## config.mk

```make
export PLATFORM = sky130hd
export DESIGN_NAME = adc_dma_capture
export DESIGN_NICKNAME = d
export VERILOG_FILES = /design/src/rtl/adc_dma_pkg.sv /design/src/rtl/dma_cfg_regs.sv /design/src/rtl/dma_seq.sv /design/src/rtl/dma_bus_mux.sv /design/src/rtl/adc_dma_capture.sv
export SDC_FILE = /design/constraint.sdc
export NUM_CORES = 1
export LEC_CHECK = 0
export BUFFER_PORTS_ARGS = -buffer_cell sky130_fd_sc_hd__buf_2
export CORE_MARGIN = 3
export CORE_UTILIZATION = 56
export CTS_CLUSTER_DIAMETER = 80
export DETAILED_ROUTE_END_ITERATION = 8
export PLACE_DENSITY = 0.87
export REMOVE_ABC_BUFFERS = 1
export SYNTH_ARGS = -nofsm -noshare
export SYNTH_HDL_FRONTEND = slang
export SYNTH_SLANG_ARGS = --single-unit
```

## constraint.sdc

```tcl
create_clock -name clk -period 4 [get_ports clk]
set_input_delay 1.2 -clock clk [delete_from_list [all_inputs] [get_ports clk]]
set_output_delay 1.2 -clock clk [all_outputs]
set_load 0.02 [all_outputs]
```

## src/rtl/adc_dma_pkg.sv

```systemverilog
package adc_dma_pkg;

    typedef enum logic [2:0] {
        ST_IDLE  = 3'd0,
        ST_FETCH = 3'd1,
        ST_CONV  = 3'd2,
        ST_WR_HI = 3'd3,
        ST_WR_LO = 3'd4
    } dma_state_e;

    // Bit positions inside the control byte
    localparam int CTRL_EN_BIT   = 6;
    localparam int CTRL_FLAG_BIT = 7;

endpackage

```

## src/rtl/dma_cfg_regs.sv

```systemverilog
module dma_cfg_regs
    import adc_dma_pkg::*;
#(
    parameter int AW = 24,
    parameter int DW = 8,
    parameter int SW = 2
) (
    input  logic          clk,
    input  logic          rst_n,
    input  logic          cfg_wr,
    input  logic [SW-1:0] cfg_sel,
    input  logic [DW-1:0] cfg_wdata,
    input  logic          busy,
    input  logic          ptr_inc,
    input  logic          fin_set,
    output logic [AW-1:0] ptr,
    output logic          en,
    output logic          flag
);

    localparam int            NB       = AW / DW;
    localparam logic [SW-1:0] CTRL_SEL = SW'(NB);

    logic [AW-1:0] ptr_sum;
    logic          ctrl_wr;

    assign ptr_sum = ptr + AW'(2);
    assign ctrl_wr = cfg_wr && (cfg_sel == CTRL_SEL);

    // One byte register per pointer byte; loads only while idle
    for (genvar b = 0; b < NB; b++) begin : g_ptr_byte
        logic [DW-1:0] byte_q;
        always_ff @(posedge clk or negedge rst_n) begin
            if (!rst_n) begin
                byte_q <= '0;
            end else if (ptr_inc) begin
                byte_q <= ptr_sum[b*DW +: DW];
            end else if (cfg_wr && !busy && (cfg_sel == SW'(b))) begin
                byte_q <= cfg_wdata;
            end
        end
        assign ptr[b*DW +: DW] = byte_q;
    end

    // Run bit and completion flag; the terminator has precedence
    always_ff @(posedge clk or negedge rst_n) begin
        if (!rst_n) begin
            en   <= 1'b0;
            flag <= 1'b0;
        end else begin
            if (fin_set) begin
                en <= 1'b0;
            end else if (ctrl_wr) begin
                en <= cfg_wdata[CTRL_EN_BIT];
            end
            if (fin_set) begin
                flag <= 1'b1;
            end else if (ctrl_wr) begin
                flag <= flag & cfg_wdata[CTRL_FLAG_BIT];
            end
        end
    end

    AST_PTR_FROZEN: assert property (@(posedge clk) disable iff (!rst_n)
        busy && !ptr_inc |=> $stable(ptr));

    AST_FLAG_SOURCE: assert property (@(posedge clk) disable iff (!rst_n)
        $rose(flag) |-> $past(fin_set));

endmodule

```

## src/rtl/dma_seq.sv

```systemverilog
module dma_seq
    import adc_dma_pkg::*;
#(
    parameter int AW = 24,
    parameter int DW = 8,
    parameter int RW = 12,
    parameter int CW = 4
) (
    input  logic          clk,
    input  logic          rst_n,
    input  logic          en,
    input  logic          cfg_ok,
    input  logic [AW-1:0] ptr,
    input  logic [DW-1:0] rd_data,
    input  logic          adc_done,
    input  logic [RW-1:0] adc_result,
    output logic          busy,
    output logic          dma_rd,
    output logic          dma_wr,
    output logic          wr_lo,
    output logic [AW-1:0] dma_addr,
    output logic [DW-1:0] dma_wdata,
    output logic          adc_req,
    output logic [CW-1:0] adc_chan,
    output logic          ptr_inc,
    output logic          fin_set
);

    localparam int HI_W = DW - CW;

    dma_state_e    state_q, state_d;
    logic [CW-1:0] chan_q;
    logic [RW-1:0] res_q;
    logic [CW-1:0] slot_id;
    logic          slot_term;
    logic [HI_W-1:0] slot_low_unused;

    assign slot_id         = rd_data[DW-1 -: CW];
    assign slot_low_unused = rd_data[HI_W-1:0];
    assign slot_term       = (slot_id == {CW{1'b1}});

    // Next-state selection
    always_comb begin
        state_d = state_q;
        unique case (state_q)
            ST_IDLE:  if (en && cfg_ok) state_d = ST_FETCH;
            ST_FETCH: begin
                if (!en)            state_d = ST_IDLE;   // abort
                else if (slot_term) state_d = ST_IDLE;   // finish
                else                state_d = ST_CONV;
            end
            ST_CONV:  if (adc_done) state_d = ST_WR_HI;
            ST_WR_HI: state_d = ST_WR_LO;
            ST_WR_LO: state_d = ST_FETCH;
            default:  state_d = ST_IDLE;
        endcase
    end

    // State register
    always_ff @(posedge clk or negedge rst_n) begin
        if (!rst_n) state_q <= ST_IDLE;
        else        state_q <= state_d;
    end

    // Slot datapath: channel from the fetched byte, result from the converter
    always_ff @(posedge clk or negedge rst_n) begin
        if (!rst_n) begin
            chan_q <= '0;
            res_q  <= '0;
        end else begin
            if (state_q == ST_FETCH) chan_q <= slot_id;
            if (state_q == ST_CONV && adc_done) res_q <= adc_result;
        end
    end

    // Outputs
    always_comb begin
        busy      = (state_q != ST_IDLE);
        dma_rd    = 1'b0;
        dma_wr    = 1'b0;
        wr_lo     = 1'b0;
        adc_req   = 1'b0;
        ptr_inc   = 1'b0;
        fin_set   = 1'b0;
        dma_addr  = ptr;
        dma_wdata = '0;
        unique case (state_q)
            ST_IDLE:  ;
            ST_FETCH: begin
                dma_rd  = 1'b1;
                fin_set = en && slot_term;
            end
            ST_CONV:  adc_req = 1'b1;
            ST_WR_HI: begin
                dma_wr    = 1'b1;
                dma_wdata = {chan_q, res_q[RW-1 -: HI_W]};
            end
            ST_WR_LO: begin
                dma_wr    = 1'b1;
                wr_lo     = 1'b1;
                ptr_inc   = 1'b1;
                dma_addr  = ptr + AW'(1);
                dma_wdata = res_q[DW-1:0];
            end
            default:  ;
        endcase
    end

    assign adc_chan = chan_q;

    AST_REQ_HOLD: assert property (@(posedge clk) disable iff (!rst_n)
        adc_req && !adc_done |=> adc_req);

    AST_CHAN_STABLE: assert property (@(posedge clk) disable iff (!rst_n)
        adc_req |=> $stable(adc_chan));

endmodule

```

## src/rtl/dma_bus_mux.sv

```systemverilog
module dma_bus_mux #(
    parameter int AW = 24,
    parameter int DW = 8
) (
    input  logic          busy,
    input  logic          dma_rd,
    input  logic          dma_wr,
    input  logic [AW-1:0] dma_addr,
    input  logic [DW-1:0] dma_wdata,
    input  logic          cpu_rd,
    input  logic          cpu_wr,
    input  logic [AW-1:0] cpu_addr,
    input  logic [DW-1:0] cpu_wdata,
    output logic          mem_rd,
    output logic          mem_wr,
    output logic [AW-1:0] mem_addr,
    output logic [DW-1:0] mem_wdata
);

    // Processor strobes are dropped while the sequencer owns the pins
    always_comb begin
        if (busy) begin
            mem_rd    = dma_rd;
            mem_wr    = dma_wr;
            mem_addr  = dma_addr;
            mem_wdata = dma_wdata;
        end else begin
            mem_rd    = cpu_rd;
            mem_wr    = cpu_wr;
            mem_addr  = cpu_addr;
            mem_wdata = cpu_wdata;
        end
    end

endmodule

```

## src/rtl/adc_dma_capture.sv

```systemverilog
module adc_dma_capture #(
    parameter int ADDR_W = 24,
    parameter int BYTE_W = 8,
    parameter int RES_W  = 12,
    parameter int CH_W   = 4,
    localparam int NBYTES = ADDR_W / BYTE_W,
    localparam int SEL_W  = $clog2(NBYTES + 1)
) (
    input  logic              clk,
    input  logic              rst_n,
    input  logic              cfg_wr,
    input  logic [SEL_W-1:0]  cfg_sel,
    input  logic [BYTE_W-1:0] cfg_wdata,
    input  logic              conv_cfg_ok,
    output logic              adc_req,
    output logic [CH_W-1:0]   adc_chan,
    input  logic              adc_done,
    input  logic [RES_W-1:0]  adc_result,
    input  logic              cpu_rd,
    input  logic              cpu_wr,
    input  logic [ADDR_W-1:0] cpu_addr,
    input  logic [BYTE_W-1:0] cpu_wdata,
    output logic              mem_rd,
    output logic              mem_wr,
    output logic [ADDR_W-1:0] mem_addr,
    output logic [BYTE_W-1:0] mem_wdata,
    input  logic [BYTE_W-1:0] mem_rdata,
    output logic              dma_busy,
    output logic              irq_flag
);

    logic [ADDR_W-1:0] ptr;
    logic              run_en;
    logic              ptr_inc;
    logic              fin_set;
    logic              dma_rd;
    logic              dma_wr;
    logic              dma_wr_lo;
    logic [ADDR_W-1:0] dma_addr;
    logic [BYTE_W-1:0] dma_wdata;

    dma_cfg_regs #(
        .AW(ADDR_W), .DW(BYTE_W), .SW(SEL_W)
    ) u_regs (
        .clk       (clk),
        .rst_n     (rst_n),
        .cfg_wr    (cfg_wr),
        .cfg_sel   (cfg_sel),
        .cfg_wdata (cfg_wdata),
        .busy      (dma_busy),
        .ptr_inc   (ptr_inc),
        .fin_set   (fin_set),
        .ptr       (ptr),
        .en        (run_en),
        .flag      (irq_flag)
    );

    dma_seq #(
        .AW(ADDR_W), .DW(BYTE_W), .RW(RES_W), .CW(CH_W)
    ) u_seq (
        .clk        (clk),
        .rst_n      (rst_n),
        .en         (run_en),
        .cfg_ok     (conv_cfg_ok),
        .ptr        (ptr),
        .rd_data    (mem_rdata),
        .adc_done   (adc_done),
        .adc_result (adc_result),
        .busy       (dma_busy),
        .dma_rd     (dma_rd),
        .dma_wr     (dma_wr),
        .wr_lo      (dma_wr_lo),
        .dma_addr   (dma_addr),
        .dma_wdata  (dma_wdata),
        .adc_req    (adc_req),
        .adc_chan   (adc_chan),
        .ptr_inc    (ptr_inc),
        .fin_set    (fin_set)
    );

    dma_bus_mux #(
        .AW(ADDR_W), .DW(BYTE_W)
    ) u_mux (
        .busy      (dma_busy),
        .dma_rd    (dma_rd),
        .dma_wr    (dma_wr),
        .dma_addr  (dma_addr),
        .dma_wdata (dma_wdata),
        .cpu_rd    (cpu_rd),
        .cpu_wr    (cpu_wr),
        .cpu_addr  (cpu_addr),
        .cpu_wdata (cpu_wdata),
        .mem_rd    (mem_rd),
        .mem_wr    (mem_wr),
        .mem_addr  (mem_addr),
        .mem_wdata (mem_wdata)
    );

    AST_LO_FOLLOWS_HI: assert property (@(posedge clk) disable iff (!rst_n)
        dma_wr_lo |-> mem_addr == $past(mem_addr) + ADDR_W'(1));

    AST_CPU_GATED: assert property (@(posedge clk) disable iff (!rst_n)
        dma_busy |-> (mem_wr == dma_wr) && (mem_rd == dma_rd));

endmodule

```

### Word-level counts from Yosys, hierarchy flattened

Cells that the tools add are included.

* add/sub/neg operators: 2
* eq/ne operators: 10
* muxes and demuxes: 26
* bitwise gates (word level): 1
* reductions and logical operators: 18

Operator list (number)
* 8-bit two-way mux: 7
* 24-bit two-way mux: 2
* 24-bit by 1-bit adder with 24-bit output, second input constant: 1
* 24-bit by 2-bit adder with 24-bit output, second input constant: 1
* 8-bit one-hot mux with 2 select lines: 1
* 3-bit one-hot mux with 5 select lines: 1
* 1-bit two-way mux: 11
* 3-bit two-way mux: 3
* 1-bit logical AND: 8
* 2-bit nonzero test: 4
* 3-bit by 2-bit == test with 1-bit output, second input constant: 2
* 2-bit == test, second input constant: 2
* 4-bit == test, second input constant: 1
* 3-bit by 1-bit == test with 1-bit output, second input constant: 1
* 3-bit == test, second input constant: 1
* 3-bit zero test: 1
* 3-bit nonzero test: 1
* 2-bit by 1-bit == test with 1-bit output, second input constant: 1
* 2-bit zero test: 1
* 2-bit two-way mux: 1
* 2-bit by 1-bit != test with 1-bit output, second input constant: 1
* 2-bit != test, second input constant: 1
* 2-bit AND reduction: 1
* 2-bit OR reduction: 1
* 2 further kinds: 2

* bits in registers: 45
* input bits: 69
* output and inout port bits: 41
* word-level logic and storage cells: 65

### Longest topological paths before layout

* depth after elaboration: 6
* gate-level depth with buffers: 7
* depth with buffers taken out: 6

### By module

Synthesis repeated with hierarchy kept, for this count alone.

* cells, all modules: 358
* area total of the unflattened synthesis: 3560.9 sq um

By module, submodules not included
* dma_cfg_regs: times used 1, cells each 184, area an instance 1635.3 sq um
* dma_seq: times used 1, cells each 136, area an instance 1358.8 sq um
* dma_bus_mux: times used 1, cells each 38, area an instance 566.8 sq um

### Worst setup path after synthesis

No wires, ideal clock.

* path type: register to output
* from: reg u_regs.g_ptr_byte[0].byte_q[1]
* to: out mem_addr[19]
* data arrival time: 2.071 ns
* required time: 2.800 ns
* setup slack: 0.729 ns
* stages on the path, launching flop included: 7
* buffers on the path: 0
* cells stage by stage: dfrtp_1 ha_1 nand3_2 nor4_4 and3_1 nor3_1 a211oi_1

* longest elaborated chain between the ends: 3

RTL lines
* from (decl): RTL line dma_cfg_regs.sv:32 `logic [DW-1:0] byte_q;`
* from (signal assigned): RTL line dma_cfg_regs.sv:37 `byte_q <= ptr_sum[b*DW +: DW];`
* from (signal assigned): RTL line dma_cfg_regs.sv:39 `byte_q <= cfg_wdata;`
* 24-bit by 1-bit adder with 24-bit output: RTL line dma_seq.sv:102 `dma_addr = ptr + AW'(1);`
* 24-bit two-way mux: RTL line dma_seq.sv:87 `unique case (state_q)`
* 24-bit two-way mux: RTL line dma_bus_mux.sv:22 `if (busy) begin`
* to (decl): RTL line adc_dma_capture.sv:25 `output logic [ADDR_W-1:0] mem_addr,`

Every way passes these cells.

### Worst setup path after layout

* from: reg u_regs.g_ptr_byte[0].byte_q[7]
* to: out mem_addr[21]

Same word-level chain as after synthesis.

==> impl_metrics.env <==
export IMPL_status="finished, final reports clean"
export IMPL_dr_pass1_iters=5
export IMPL_required_ns=2.80
export IMPL_yosysTopAreaCell="dfrtp_1"
export IMPL_synth_edf_count=0
export IMPL_slowest_delay_ns=0.57
export IMPL_cts_tree="built"
export IMPL_vdd_drop_max_uv=427
export IMPL_dr_total_vias=3638
export IMPL_r2r_cells=7
export IMPL_r2r_slack_ns=1.73
export IMPL_crit_path_start_kind="flop"
export IMPL_grt_use_total=0.288
export IMPL_power_density_nw_per_um2=790
export IMPL_clock_sinks=45
export IMPL_cts_buffers=5
export IMPL_clk_insertion_delay_late_ns=0.31
export IMPL_drc=0
export IMPL_cts_clk_slew_worst_paths_ns=0.10
export IMPL_grt_pass1_wl_um=16700
export IMPL_final_hold_violation_count=0
export IMPL_synth_top_area_frac=0.336
export IMPL_clk_path_buf_depth=2
export IMPL_netlist_instances=406
export IMPL_die_area_um2=6950
export IMPL_fmax_ghz=0.263
export IMPL_gp_congestion=0.930
export IMPL_rows=27
export IMPL_tightest_slew_ns=1.05
export IMPL_cp_max_fo=11
export IMPL_htree_num_levels=2
export IMPL_cts_root_buf="clkbuf_8"
export IMPL_num_antenna_cells=0
export IMPL_core_um2=5640
export IMPL_hold_end="u_seq.res_q[9]$_DFFE_PN0P_"
export IMPL_fin_crit_sh=0.949
export IMPL_hold_depth=1
export IMPL_numPortBuffers=105
export IMPL_dpl_hpwl_um=7510
export IMPL_ys_warn_count=0
export IMPL_crit_chain="nand4_1, nor4_4, and3_1, nor3_1, a211oi_1, buf_2"
export IMPL_reg2reg_from="u_seq.state_q[1]$_DFFE_PN0P_"
export IMPL_hold_class="flop to flop"
export IMPL_setup_tns_ns=0
export IMPL_grt_start_max_net_pins=46
export IMPL_cp_data_arrival_time_ns=2.60
export IMPL_grt_ovfl_total=0
export IMPL_clock_skew_ns=0.0101
export IMPL_die_x_um=83.4
export IMPL_rsz0062_at_grt="no"
export IMPL_drive_above_1_share=0.302
export IMPL_min_period_ns=3.80
export IMPL_yosys_top_cells_area="dfrtp_1, nand2_1, a21oi_1, o21ai_0, mux2_1"
export IMPL_slew_headroom=0.303
export IMPL_final_setup_viol_count=0
export IMPL_start_util=0.595
export IMPL_final_max_slew_violation_count=0
export IMPL_boundaryPins=110
export IMPL_pre_cts_ws_ns=0.587
export IMPL_final_nets=567
export IMPL_die_h_um=83.4
export IMPL_synthFlopType="dfrtp_1"
export IMPL_postRouteAntennaNets=0
export IMPL_synthToLayoutAreaGrowth_pct=20.6
export IMPL_antenna_found_initial=0
export IMPL_async_reset_ff_frac=1.00
export IMPL_cp_slowest_cell="dfrtp_1"
export IMPL_avgSynthCellArea_um2=8.26
export IMPL_post_route_worst_setup_slack_ns=0.203
export IMPL_hold_start="u_seq.res_q[9]$_DFFE_PN0P_"
export IMPL_synth_area_um2=3350
export IMPL_ctsHoldBuffers=0
export IMPL_drv_cap=0
export IMPL_leakage_nw=1.74
export IMPL_via_per_inst=6.39
export IMPL_r2r_end="u_regs.g_ptr_byte[0].byte_q[1]$_DFFE_PN0P_"
export IMPL_end_kind="output pin"
export IMPL_wl_um=10000
export IMPL_dr_first_iter_drc_count=436
export IMPL_synth_seq_area_share=0.336
export IMPL_critical_path_class="flop to output pin"
export IMPL_synth_cell_types=57
export IMPL_avgRoutedWirePerCell_um=17.6
export IMPL_grt_pass1_vias=3521
export IMPL_ys_ff_latch=45
## state kept, by name, indices dropped and copies added (netlist names)
name	count
u_seq.res_q	12
u_seq.adc_chan	4
u_regs.g_ptr_byte.byte_q	24
u_regs.flag	1
u_regs.en	1
u_seq.state_q	3
## metrics by stage
step,area (um^2),instances,power [mW],utilization,hold WS [ns]
CTS,4040,569,3.18,0.716,0.497
global route,4050,569,3.42,0.717,0.519
finish,4050,569,3.20,0.717,0.496
global placement,3900,561,2.68,0.692,0.467
floorplan,3220,375,2.11,-,0.458
detailed placement,3900,561,2.75,0.692,0.475
## cells in the mapped netlist (2+ instances only)
cell	instances
a31oi_1	6
ha_1	2
and4_1	3
nand2_1	56
o22ai_1	6
nor4_1	3
xnor2_1	8
and3_1	7
and2_1	11
nor3b_1	3
a221o_1	6
mux2_2	6
mux2_1	10
a211oi_1	4
nor4_2	3
nor2_1	25
o311ai_1	2
o21ai_0	24
buf_2	16
nor3_1	13
nor3_2	4
dfrtp_1	45
o211ai_1	4
or3_1	3
a22oi_1	2
a311oi_1	5
or3b_1	2
nand4_1	7
inv_1	4
a21oi_1	28
xor2_1	2
o21ai_1	16
nand3_2	2
clkbuf_1	14
a31o_2	5
nand3_1	18
mux2i_1	11
## critical path: cells and delay by family (launching register included)
family                 cells  cell delay, ns
and+or+nand+nor            4            1.20
DFF                        1            0.57
AOI/OAI and AO/OA          1            0.28
buffers and inverters      1            0.22
## cells in the final DEF (no fill, tap or decap), types with 4 or more instances in the layout
cell type and instances:
nand4_1 7, o21ai_0 24, inv_1 4, and2_1 11, xnor2_1 8, nor4_2 4, nand3_1 18, mux2_1 10
o22ai_1 6, nor3_1 13, nand2_1 56, o21ai_1 16, a31o_2 5, nor3_2 4, a211oi_1 4, and3_1 7
nor2_1 25, a221o_1 6, o211ai_1 4, a31oi_1 6, buf_2 105, mux2i_1 11, clkbuf_8 5, buf_4 9
mux2_2 6, a21oi_1 28, a311oi_1 5, dfrtp_1 45
## power breakdown
group / total [mW] / internal, mW / leakage [nW] / switching (mW)
logic: 1.78 / 0.679 / 1.13 / 1.10
registers: 0.990 / 0.668 / 0.537 / 0.322
clock network: 0.426 / 0.252 / 0.0687 / 0.175
## timing repair
| item | 4_1_cts | 5_1_grt |
|---|---|---|
| endpoints found under the setup margin | 0 | 3 |
| resized for setup | 0 | 1 |
| endpoints found under the hold margin | 0 | 0 |
| buffers inserted | 0 | 0 |
## worst max-delay path by stage
| stage | start | endpoint | cells past startpoint |
|---|---|---|---|
| floorplan | u_seq.state_q[2]$_DFFE_PN0P_ | mem_addr[18] | 5 |
| global placement | u_regs.g_ptr_byte[0].byte_q[1]$_DFFE_PN0P_ | mem_addr[21] | 7 |
| detailed placement | u_regs.g_ptr_byte[0].byte_q[1]$_DFFE_PN0P_ | mem_addr[21] | 7 |
| CTS | u_regs.g_ptr_byte[0].byte_q[1]$_DFFE_PN0P_ | mem_addr[21] | 7 |
| global route | u_regs.g_ptr_byte[0].byte_q[7]$_DFFE_PN0P_ | mem_addr[21] | 6 |
| finish | u_regs.g_ptr_byte[0].byte_q[7]$_DFFE_PN0P_ | mem_addr[21] | 6 |
## logic make-up (layout without fill, tap and decap cells)
group                      count (synthesis)  in the layout  synth area share
xor gates and xnor gates                  10             10            0.0261
adders and majority gates                  2              2           0.00746
muxes                                     27             27            0.0865
buffers and inverters                     37            128            0.0474
AOI/OAI and AO/OA                        115            115             0.216
and+or+nand+nor                          170            170             0.281
DFF                                       45             45             0.336
## final cells by class
cell class / instances / area (um^2)
Clock buffer: 5 / 68.8
Clock inverter: 3 / 68.8
Fill cell: 461 / 1600
Inverter: 6 / 22.5
Multi-Input combinational cell: 324 / 2080
Sequential cell: 45 / 1130
Tap cell: 72 / 90.1
Timing Repair Buffer: 114 / 593
## metal layers
| layer | vias up | track usage | wire length [um] |
|---|---|---|---|
| met4 | 0 | 0.101 | 282 |
| met3 | 31 | 0.0685 | 1100 |
| li1 | 1682 | - | - |
| met1 | 1697 | 0.377 | 3960 |
| met5 | - | 0 | 0 |
| met2 | 228 | 0.466 | 4680 |
(Power assumes the default switching activity.)
